`src/rtl/rls_pkg.sv`:
```
package rls_pkg;
   localparam int LAT_W = 4;
   localparam int CON_W = 3;

   typedef enum logic [LAT_W-1:0] {
      PC_ALU = 4'd0, PC_IMUL = 4'd1, PC_LDS = 4'd2, PC_LDL = 4'd3,
      PC_FADD = 4'd4, PC_FCONST = 4'd5, PC_FMULS = 4'd6, PC_FMACS = 4'd7,
      PC_FMULD = 4'd8, PC_FMACD = 4'd9, PC_FLOAD = 4'd10, PC_R2F = 4'd11,
      PC_F2R = 4'd12
   } prod_e;

   typedef enum logic [CON_W-1:0] {
      CC_GEN = 3'd0, CC_UNSH = 3'd1, CC_IMACC = 3'd2, CC_SMACC = 3'd3,
      CC_DMACC = 3'd4, CC_FPUSE = 3'd5
   } cons_e;

   // full latency of a producer towards an unrelated consumer
   function automatic logic [LAT_W-1:0] base_lat(input logic [LAT_W-1:0] p);
      case (p)
         PC_ALU, PC_IMUL, PC_LDS, PC_F2R: base_lat = 4'd2;
         PC_LDL, PC_FCONST:               base_lat = 4'd3;
         PC_FADD, PC_FMULS, PC_FLOAD,
         PC_R2F:                          base_lat = 4'd4;
         PC_FMULD:                        base_lat = 4'd7;
         PC_FMACS:                        base_lat = 4'd8;
         PC_FMACD:                        base_lat = 4'd11;
         default:                         base_lat = 4'd0;
      endcase
   endfunction

   // cycles a forwarding path removes for a producer/consumer pair
   function automatic logic [LAT_W-1:0] discount(input logic [LAT_W-1:0] p,
                                                 input logic [CON_W-1:0] c);
      discount = 4'd0;
      case (p)
         PC_ALU:   if (c == CC_UNSH || c == CC_IMACC) discount = 4'd1;
         PC_IMUL:  if (c == CC_IMACC) discount = 4'd1;
         PC_FMACS: if (c == CC_SMACC) discount = 4'd4;
         PC_FMACD: if (c == CC_DMACC) discount = 4'd4;
         PC_FLOAD: if (c == CC_FPUSE) discount = 4'd2;
         default:  discount = 4'd0;
      endcase
   endfunction
endpackage

```
`src/rtl/rls_entry.sv`:
```
module rls_entry #(
   parameter int CNT_W = 4,
   parameter int CLS_W = 4
) (
   input  logic             clk,
   input  logic             rst_n,
   input  logic             clr,
   input  logic             wr,
   input  logic [CNT_W-1:0] wr_cnt,
   input  logic [CLS_W-1:0] wr_cls,
   output logic [CNT_W-1:0] cnt,
   output logic [CLS_W-1:0] cls
);
   always_ff @(posedge clk) begin
      if (!rst_n) begin
         cnt <= '0;
         cls <= '0;
      end else if (clr) begin
         cnt <= '0;
      end else if (wr) begin
         cnt <= wr_cnt;
         cls <= wr_cls;
      end else if (cnt != '0) begin
         cnt <= cnt - 1'b1;
      end
   end
endmodule

```
`src/rtl/rls_rdport.sv`:
```
module rls_rdport
   import rls_pkg::*;
#(
   parameter int NREG  = 48,
   parameter int IDX_W = 6,
   parameter int CNT_W = 4
) (
   input  logic [CNT_W-1:0] cnt_arr [NREG],
   input  logic [LAT_W-1:0] cls_arr [NREG],
   input  logic [IDX_W-1:0] idx,
   input  logic [CON_W-1:0] cons,
   output logic             ready
);
   logic             in_range;
   logic [IDX_W-1:0] sel;
   logic [CNT_W-1:0] disc;

   always_comb begin
      in_range = ({1'b0, idx} < (IDX_W+1)'(NREG));
      sel      = in_range ? idx : '0;
      disc     = CNT_W'(discount(cls_arr[sel], cons));
      ready    = !in_range || (cnt_arr[sel] <= disc);
   end
endmodule

```
`src/rtl/rls_scoreboard.sv`:
```
module rls_scoreboard
   import rls_pkg::*;
#(
   parameter int NUM_INT = 16,
   parameter int NUM_FP  = 32,
   parameter int NSRC    = 3,
   parameter int IDX_W   = 6,
   parameter int CNT_W   = 4
) (
   input  logic                  clk,
   input  logic                  rst_n,
   input  logic                  flush,
   input  logic                  iss_valid,
   input  logic [3:0]            iss_class,
   input  logic [IDX_W-1:0]      iss_dst,
   input  logic [2:0]            cons_class,
   input  logic [NSRC-1:0]       src_valid,
   input  logic [NSRC*IDX_W-1:0] src_reg,
   output logic [NSRC-1:0]       src_ready,
   output logic                  stall
);
   localparam int NREG = NUM_INT + NUM_FP;

   generate
      if (NREG > (1 << IDX_W)) begin : g_bad_idx
         $error("index width too small for register count");
      end
      if (CNT_W < LAT_W) begin : g_bad_cnt
         $error("counter width cannot hold longest latency");
      end
   endgenerate

   logic [CNT_W-1:0] cnt_q [NREG];
   logic [LAT_W-1:0] cls_q [NREG];
   logic [LAT_W-1:0] blat;
   logic [CNT_W-1:0] load_cnt;
   logic             iss_go;

   always_comb begin
      blat     = base_lat(iss_class);
      load_cnt = (blat == '0) ? '0 : CNT_W'(blat - 1'b1);
      iss_go   = iss_valid && !flush;
   end

   generate
      for (genvar r = 0; r < NREG; r++) begin : g_reg
         rls_entry #(.CNT_W(CNT_W), .CLS_W(LAT_W)) u_entry (
            .clk    (clk),
            .rst_n  (rst_n),
            .clr    (flush),
            .wr     (iss_go && ({1'b0, iss_dst} == (IDX_W+1)'(r))),
            .wr_cnt (load_cnt),
            .wr_cls (iss_class),
            .cnt    (cnt_q[r]),
            .cls    (cls_q[r])
         );
      end

      for (genvar s = 0; s < NSRC; s++) begin : g_src
         rls_rdport #(.NREG(NREG), .IDX_W(IDX_W), .CNT_W(CNT_W)) u_port (
            .cnt_arr (cnt_q),
            .cls_arr (cls_q),
            .idx     (src_reg[s*IDX_W +: IDX_W]),
            .cons    (cons_class),
            .ready   (src_ready[s])
         );
      end
   endgenerate

   assign stall = |(src_valid & ~src_ready);
endmodule

```
`config.mk`:
```
export PLATFORM = sky130hd
export DESIGN_NAME = rls_scoreboard
export DESIGN_NICKNAME = d
export VERILOG_FILES = /design/src/rtl/rls_pkg.sv /design/src/rtl/rls_entry.sv /design/src/rtl/rls_rdport.sv /design/src/rtl/rls_scoreboard.sv
export SDC_FILE = /design/constraint.sdc
export NUM_CORES = 2
export LEC_CHECK = 0
export BUFFER_PORTS_ARGS = -buffer_cell sky130_fd_sc_hd__buf_4
export CORE_MARGIN = 3
export CORE_UTILIZATION = 48
export DETAILED_ROUTE_END_ITERATION = 8
export GPL_ROUTABILITY_DRIVEN = 0
export GPL_TIMING_DRIVEN = 1
export SLEW_MARGIN = 20
export SYNTH_ARGS = -nofsm -noshare
export SYNTH_HDL_FRONTEND = slang
export SYNTH_SLANG_ARGS = --single-unit
```
`constraint.sdc`:
```
create_clock -name clk -period 6.24 [get_ports clk]
set_input_delay 1.248 -clock clk [delete_from_list [all_inputs] [get_ports clk]]
set_output_delay 1.248 -clock clk [all_outputs]
set_load 0.02 [all_outputs]
```
Yosys cells after proc, flatten, opt, wreduce, memory -nomap -nowiden:

Memory sizes are Yosys's and may differ from the RTL's.
Cells that the tools add are included.

* ROM bits: 64
* output and inout port bits: 4
* register bits after elaboration: 384
* memories: 1
* word-level logic and storage cells: 560

* add/sub/neg operators: 49
* order comparisons: 9
* reductions and logical operators: 208
* bitwise gates (word level): 7
* equality and inequality tests: 64
* multiplexer cells: 126

Memory list
* (name not given): depth 16, bits a word 4, rd ports 1, clocked after Yosys merged registers in 0, wr ports 0, RTL line rls_pkg.sv:19 `case (p)`

Operator list (number)
* two-way mux 4 bit: 109
* subtractor 4 x 1 -> 4 bit (second input constant): 49
* nonzero test 4 bit: 48
* binary-select mux 4 bit (select 6 bit): 6
* == test 6 x 5 -> 1 bit (second input constant): 16
* == test 6 bit (second input constant): 16
* AND reduction 2 bit: 48
* nonzero test 2 bit: 48
* one-hot mux 4 bit (5 select lines): 3
* logical AND 1 bit: 49
* == test 6 x 4 -> 1 bit (second input constant): 8
* == test 4 bit (second input constant): 6
* == test 6 x 3 -> 1 bit (second input constant): 4
* >= comparator 7 bit (second input constant): 3
* inverter 6 -> 7 bit: 3
* less-than comparator 6 bit (second input constant): 3
* two-way mux 6 bit: 3
* logical NOT 4 bit: 4
* == test 4 x 1 -> 1 bit (second input constant): 3
* == test 4 x 3 -> 1 bit (second input constant): 3
* == test 6 x 2 -> 1 bit (second input constant): 2
* <= comparator 4 bit: 3
* == test 3 x 2 -> 1 bit (second input constant): 2
* == test 3 bit (second input constant): 2
* 13 further kinds: 22

Longest topological paths before layout:

* word-level depth: 13
* depth in mapped cells: 21
* depth with buffers taken out: 17

Hierarchy:

A second synthesis with hierarchy kept.

* cell total of the unflattened synthesis: 3599
* area total of the unflattened synthesis: 31886.8 µm²

By module, submodules not included
* rls_entry: area an instance 379.1 µm², cells each 36, seq. area each 160.2 µm², instances 48
* rls_rdport: area an instance 4369.2 µm², cells each 593, seq. area each 0.0 µm², instances 3
* rls_scoreboard: area an instance 581.8 µm², cells each 92, seq. area each 0.0 µm², instances 1

Worst setup path before layout:

Ideal clock, no wire load.

* kind: input port to output port
* from: input src_reg[14]
* to: output stall
* required time: 4.992 ns
* cell stages on the path: 17
* arrival: 4.697 ns
* path slack: 0.295 ns
* cells stage by stage: buf_2 > a21bo_2 > clkbuf_1 > buf_2 > buf_1 > clkbuf_1 > a311oi_1 > o311ai_0 > o21ai_0 > o21a_1 > ha_1 > a21o_1 > a21oi_1 > a31oi_1 > nor4_1 > a211o_1 > o221ai_1

* cells in the longest elaborated chain, start to end: 13
* elaborated cells on any way between the ends: 21

RTL lines
* start: declaration: RTL line rls_scoreboard.sv:18 `input logic [NSRC*IDX_W-1:0] src_reg,`
* less-than comparator 6 bit: RTL line rls_rdport.sv:19 `in_range = ({1'b0, idx} < (IDX_W+1)'(NREG));`
* two-way mux 6 bit: RTL line rls_rdport.sv:20 `sel = in_range ? idx : '0;`
* inverter 6 -> 7 bit (not written as such): RTL line rls_rdport.sv:21, rls_rdport.sv:22
* binary-select mux 4 bit (select 6 bit): RTL line rls_rdport.sv:21 `disc = CNT_W'(discount(cls_arr[sel], cons));`
* two-way mux 4 bit (not written as such) (2 in a row): RTL line rls_rdport.sv:21
* == test 4 bit, or another cell as far along: RTL line rls_pkg.sv:35 `case (p)`
* one-hot mux 4 bit (5 select lines): RTL line rls_pkg.sv:35
* <= comparator 4 bit: RTL line rls_rdport.sv:22 `ready = !in_range || (cnt_arr[sel] <= disc);`
* logical OR 1 bit *: RTL line rls_rdport.sv:22
* via g_src[2].u_port.ready: RTL line rls_rdport.sv:12 `output logic ready`
* inverter 3 bit *: RTL line rls_scoreboard.sv:70 `assign stall = |(src_valid & ~src_ready);`
* AND 3 bit *: RTL line rls_scoreboard.sv:70
* OR reduction 3 bit *: RTL line rls_scoreboard.sv:70
* end: declaration: RTL line rls_scoreboard.sv:20 `output logic stall`

The timed path passes the listed nets; every way through them passes the cells marked *. The select of a mux whose other input is x is not followed.

Worst setup path after layout:

* from: input src_reg[0]
* to: output stall

* cells in the longest elaborated chain, start to end: 13
* elaborated cells on any way between the ends: 21

RTL lines (RTL line)
* less-than comparator 6 bit: rls_rdport.sv:19
* two-way mux 6 bit: rls_rdport.sv:20
* inverter 6 -> 7 bit (not written as such): rls_rdport.sv:21, rls_rdport.sv:22
* binary-select mux 4 bit (select 6 bit): rls_rdport.sv:21
* two-way mux 4 bit (not written as such) (2 in a row): rls_rdport.sv:21
* == test 4 bit, or another cell as far along: rls_pkg.sv:35
* one-hot mux 4 bit (5 select lines): rls_pkg.sv:35
* <= comparator 4 bit: rls_rdport.sv:22
* logical OR 1 bit *: rls_rdport.sv:22
* inverter 3 bit *: rls_scoreboard.sv:70
* AND 3 bit *: rls_scoreboard.sv:70
* OR reduction 3 bit *: rls_scoreboard.sv:70

Mark *: on every way between the ends. The rest lies on a longest branch, timed or not. The select of a mux whose other input is x is not followed.

==> results.txt <==
Status -> finished, violations left
Failing checks -> design-rule violations, max-capacitance violations, max-slew violations, negative setup slack
Count leader, synth -> nand2_1
Largest cells by area after synthesis -> dfxtp_1 (26%), nand2_1 (9.1%), mux2i_1 (6.1%), a21boi_0 (5.0%), nor2_1 (4.7%)
Final instance area -> 34770 um2
Max rail drop VDD -> 0.2311 mV
Static leakage -> 0.01248 uW
Net Count, Synth -> 4179
Area post-placement -> 32080 um2
Yosys top cell area share -> 0.2604
Sw power -> 4457 uW
H-tree depth -> 2
Period utilization -> 1.052
Total grt overflow -> 0
Post-route ant nets -> 0
Register-to-Register Path Depth -> 6
Largest net degree at the start of global routing -> 110
Ys Warns -> 0
Arrival @ worst endpoint -> 5.32 ns
Total clock sinks -> 384
FF-to-FF End -> g_reg[31].u_entry.cnt[0]
Via density -> 6.857
CP Data Required Time -> 4.99 ns
Final-report hold violation count -> 0
# hold bufs at CTS -> 0
Min Hold Slack -> 0.5124 ns
Io pins -> 42
Comb power frac -> 0.430
Worst clock skew -> 0.01325 ns
Cells after Synth -> 4036
Starting Density -> 0.4872
Yosys reg bits -> 384
Clock share of power -> 0.259
Num CTS Buffers -> 47
Worst setup EP type -> primary output
Critical path startpoint category -> input port
Sw Share -> 0.3991
Crit Path Max Fanout -> 7
Clk Latency, worst-skew pair -> 0.60 ns
Share of layout cells above drive strength 1 -> 0.1498
Syn Area/Cell -> 7.313 um2
Synth area leader -> dfxtp_1
Sequential-to-total area share from yosys stat -> 0.2604
Min Tclk post-route -> 6.565 ns
Drt drc -> 164
RR Startpoint -> g_reg[31].u_entry.cnt[1]
DRT Wirelength -> 141.6 mm
Initial antenna violation count -> 7
Routed wire per std cell -> 28.80 um
Clk pin slew, worst setup/hold paths -> 0.06 ns
Top post-synthesis cells by count -> nand2_1 (717), dfxtp_1 (384), nor2_1 (369), a21oi_1 (271), clkbuf_1 (253)
Clk buf depth -> 3
Core ar. -> 60580 um2
Final #Nets -> 4237
Internal power -> 6709 uW
GR Util All Layers -> 0.4240
Starting DRT DRC Count -> 6043
CTS Root Cell -> clkbuf_16
Worst slew pin tran -> 2.098 ns
Worst Setup EP -> stall
CP Launch Point -> src_reg[0]
Rel. slew slack -> -0.4348
Global-route wire length before repair -> 203.7 mm
Max Cap Viol -> 1
Via count -> 33700
Die area -> 64510 um2
Vias in the first global route -> 29880
Top FF cell, synth -> dfxtp_1
Post-synth EDFFs -> 0
Reg power frac -> 0.310
Area Growth Syn to Fin -> 17.79%
Chip Width -> 254.0 um
RSZ-0062 raised after global routing -> yes
Peak Freq -> 152.3 MHz
Setup ws final -> -0.3249 ns
CTS tree -> built
DR pass1 iterations -> 9
HP Class -> reg2reg
Post-DP HPWL -> 101.8 mm
Final Max Slew Viols -> 2
Row cnt -> 90
Post-layout util -> 0.5739
Critical setup path kind -> in2out
Worst R2R Setup Slack -> 4.37 ns
Final setup vio count -> 3
Synth cell types -> 81
Port Buffers -> 41
Mapped Area -> 29520 um2
Die Ht -> 254.0 um
Pwr/cell area -> 321.1 nW/um2
Asr flop ratio synth -> 0
critical path, cell delays in order:
cell and delay, ns:
buf_6 0.13, buf_4 0.17, inv_1 0.41, a211oi_1 0.15, nor4_1 0.54, a211oi_1 0.10, a31oi_1 0.34, a211o_1 0.24
nand4_1 0.11, ha_1 0.32, a21o_1 0.15, a21oi_2 0.07, a31oi_2 0.13, buf_4 0.17, buf_4 0.12, o31ai_4 0.08
nor4_4 0.42, nand2_1 0.11, o221ai_1 0.10, buf_4 0.18
layer usage:
metal | up-vias | routed length (um) | GRT usage | part of all wire
li1 | 14640 | - | - | -
met1 | 15670 | 54240 | 0.5490 | 0.38
met2 | 2631 | 54080 | 0.5766 | 0.38
met3 | 751 | 22300 | 0.1903 | 0.16
met4 | 8 | 10670 | 0.2421 | 0.075
met5 | - | 257 | 0.01880 | 0.0018
power groups by stage:
stage          clock network [uW]  logic (uW)  registers [uW]
5_1_grt                      3000        5300            3490
4_1_cts                      2910        4610            3420
3_5_place_dp                    0        4520            3470
6_report                     2890        4810            3470
3_3_place_gp                    0        4490            3470
2_1_floorplan                   0        3540            3160
worst min path at each step:
stage	from	end	slack [ns]	cells past startpoint
2_1_floorplan	g_reg[18].u_entry.cls[0]	g_reg[18].u_entry.cls[0]	0.45	2
3_3_place_gp	g_reg[26].u_entry.cls[1]	g_reg[26].u_entry.cls[1]	0.48	2
3_5_place_dp	g_reg[27].u_entry.cls[3]	g_reg[27].u_entry.cls[3]	0.50	2
4_1_cts	g_reg[27].u_entry.cls[3]	g_reg[27].u_entry.cls[3]	0.50	2
5_1_grt	g_reg[39].u_entry.cls[1]	g_reg[39].u_entry.cls[1]	0.53	2
6_report	g_reg[27].u_entry.cls[3]	g_reg[27].u_entry.cls[3]	0.51	2
area by class of cell:
cell class / instances / area [um2]
sequential: 384 / 7687
antenna: 2 / 5.005
clock inverter: 16 / 182.7
multi-input combinational: 3180 / 20610
fill: 5785 / 25810
clock buffer: 70 / 1435
inverter: 118 / 446.7
timing repair buffer: 363 / 3421
tap: 782 / 978.4
cells by family after synthesis:
| family | count (synthesis) | share of synthesized area |
|---|---|---|
| AO/OA/AOI/OAI | 1116 | 0.2649 |
| XOR/XNOR | 97 | 0.02878 |
| adder cells (fa/ha/maj) | 105 | 0.04451 |
| buffers and inverters | 472 | 0.06346 |
| flip-flops | 384 | 0.2604 |
| multiplexers | 240 | 0.09580 |
| AND/OR/NAND/NOR | 1622 | 0.2421 |
through the flow:
step | instances | power [uW] | setup slack, ns | TNS [ns]
2_1_floorplan | 4036 | 6703 | 0.2954 | 0
6_report | 4915 | 11170 | -0.3249 | -0.5625
3_5_place_dp | 4787 | 7990 | -0.5788 | -1.054
5_1_grt | 4913 | 11790 | -0.2230 | -0.4045
4_1_cts | 4891 | 10940 | 0.006408 | 0
3_3_place_gp | 4787 | 7967 | -0.5737 | -1.046
timing repair:
action | CTS | global route
endpoints found under the hold margin | 0 | 0
setup buffers | 14 | 22
gates resized for setup | 48 | 81
gates cloned | 4 | 1
pin swaps | 11 | 29
endpoints found under the setup margin | 2 | 4
placed cells by master (no fill, tap or decap), drive strengths merged, types with 12 or more instances in the layout:
cell,Yosys,layout
nand2,718,718
dfxtp,384,384
nor2,370,370
buf,101,359
a21oi,271,271
a21boi,204,204
nand3,183,183
mux2i,179,179
nor3,132,132
inv,117,116
o21ai,110,110
ha,105,105
xnor2,97,97
a211oi,87,87
clkbuf,253,71
a311oi,60,60
nor3b,57,57
or3,54,54
o221ai,52,52
a221oi,50,50
o211ai,41,41
o22ai,33,33
o211a,32,32
mux4,31,31
a31oi,31,31
mux2,30,30
nor2b,22,22
nand2b,18,18
o2111ai,17,17
and2,16,16
clkinv,1,12
o311ai,12,12
registers in the layout, summed over array words and instances, names as in the netlist:
name           cells
g.u_entry.cls    192
g.u_entry.cnt    192
Note: power is estimated with default switching activity, not from simulation.
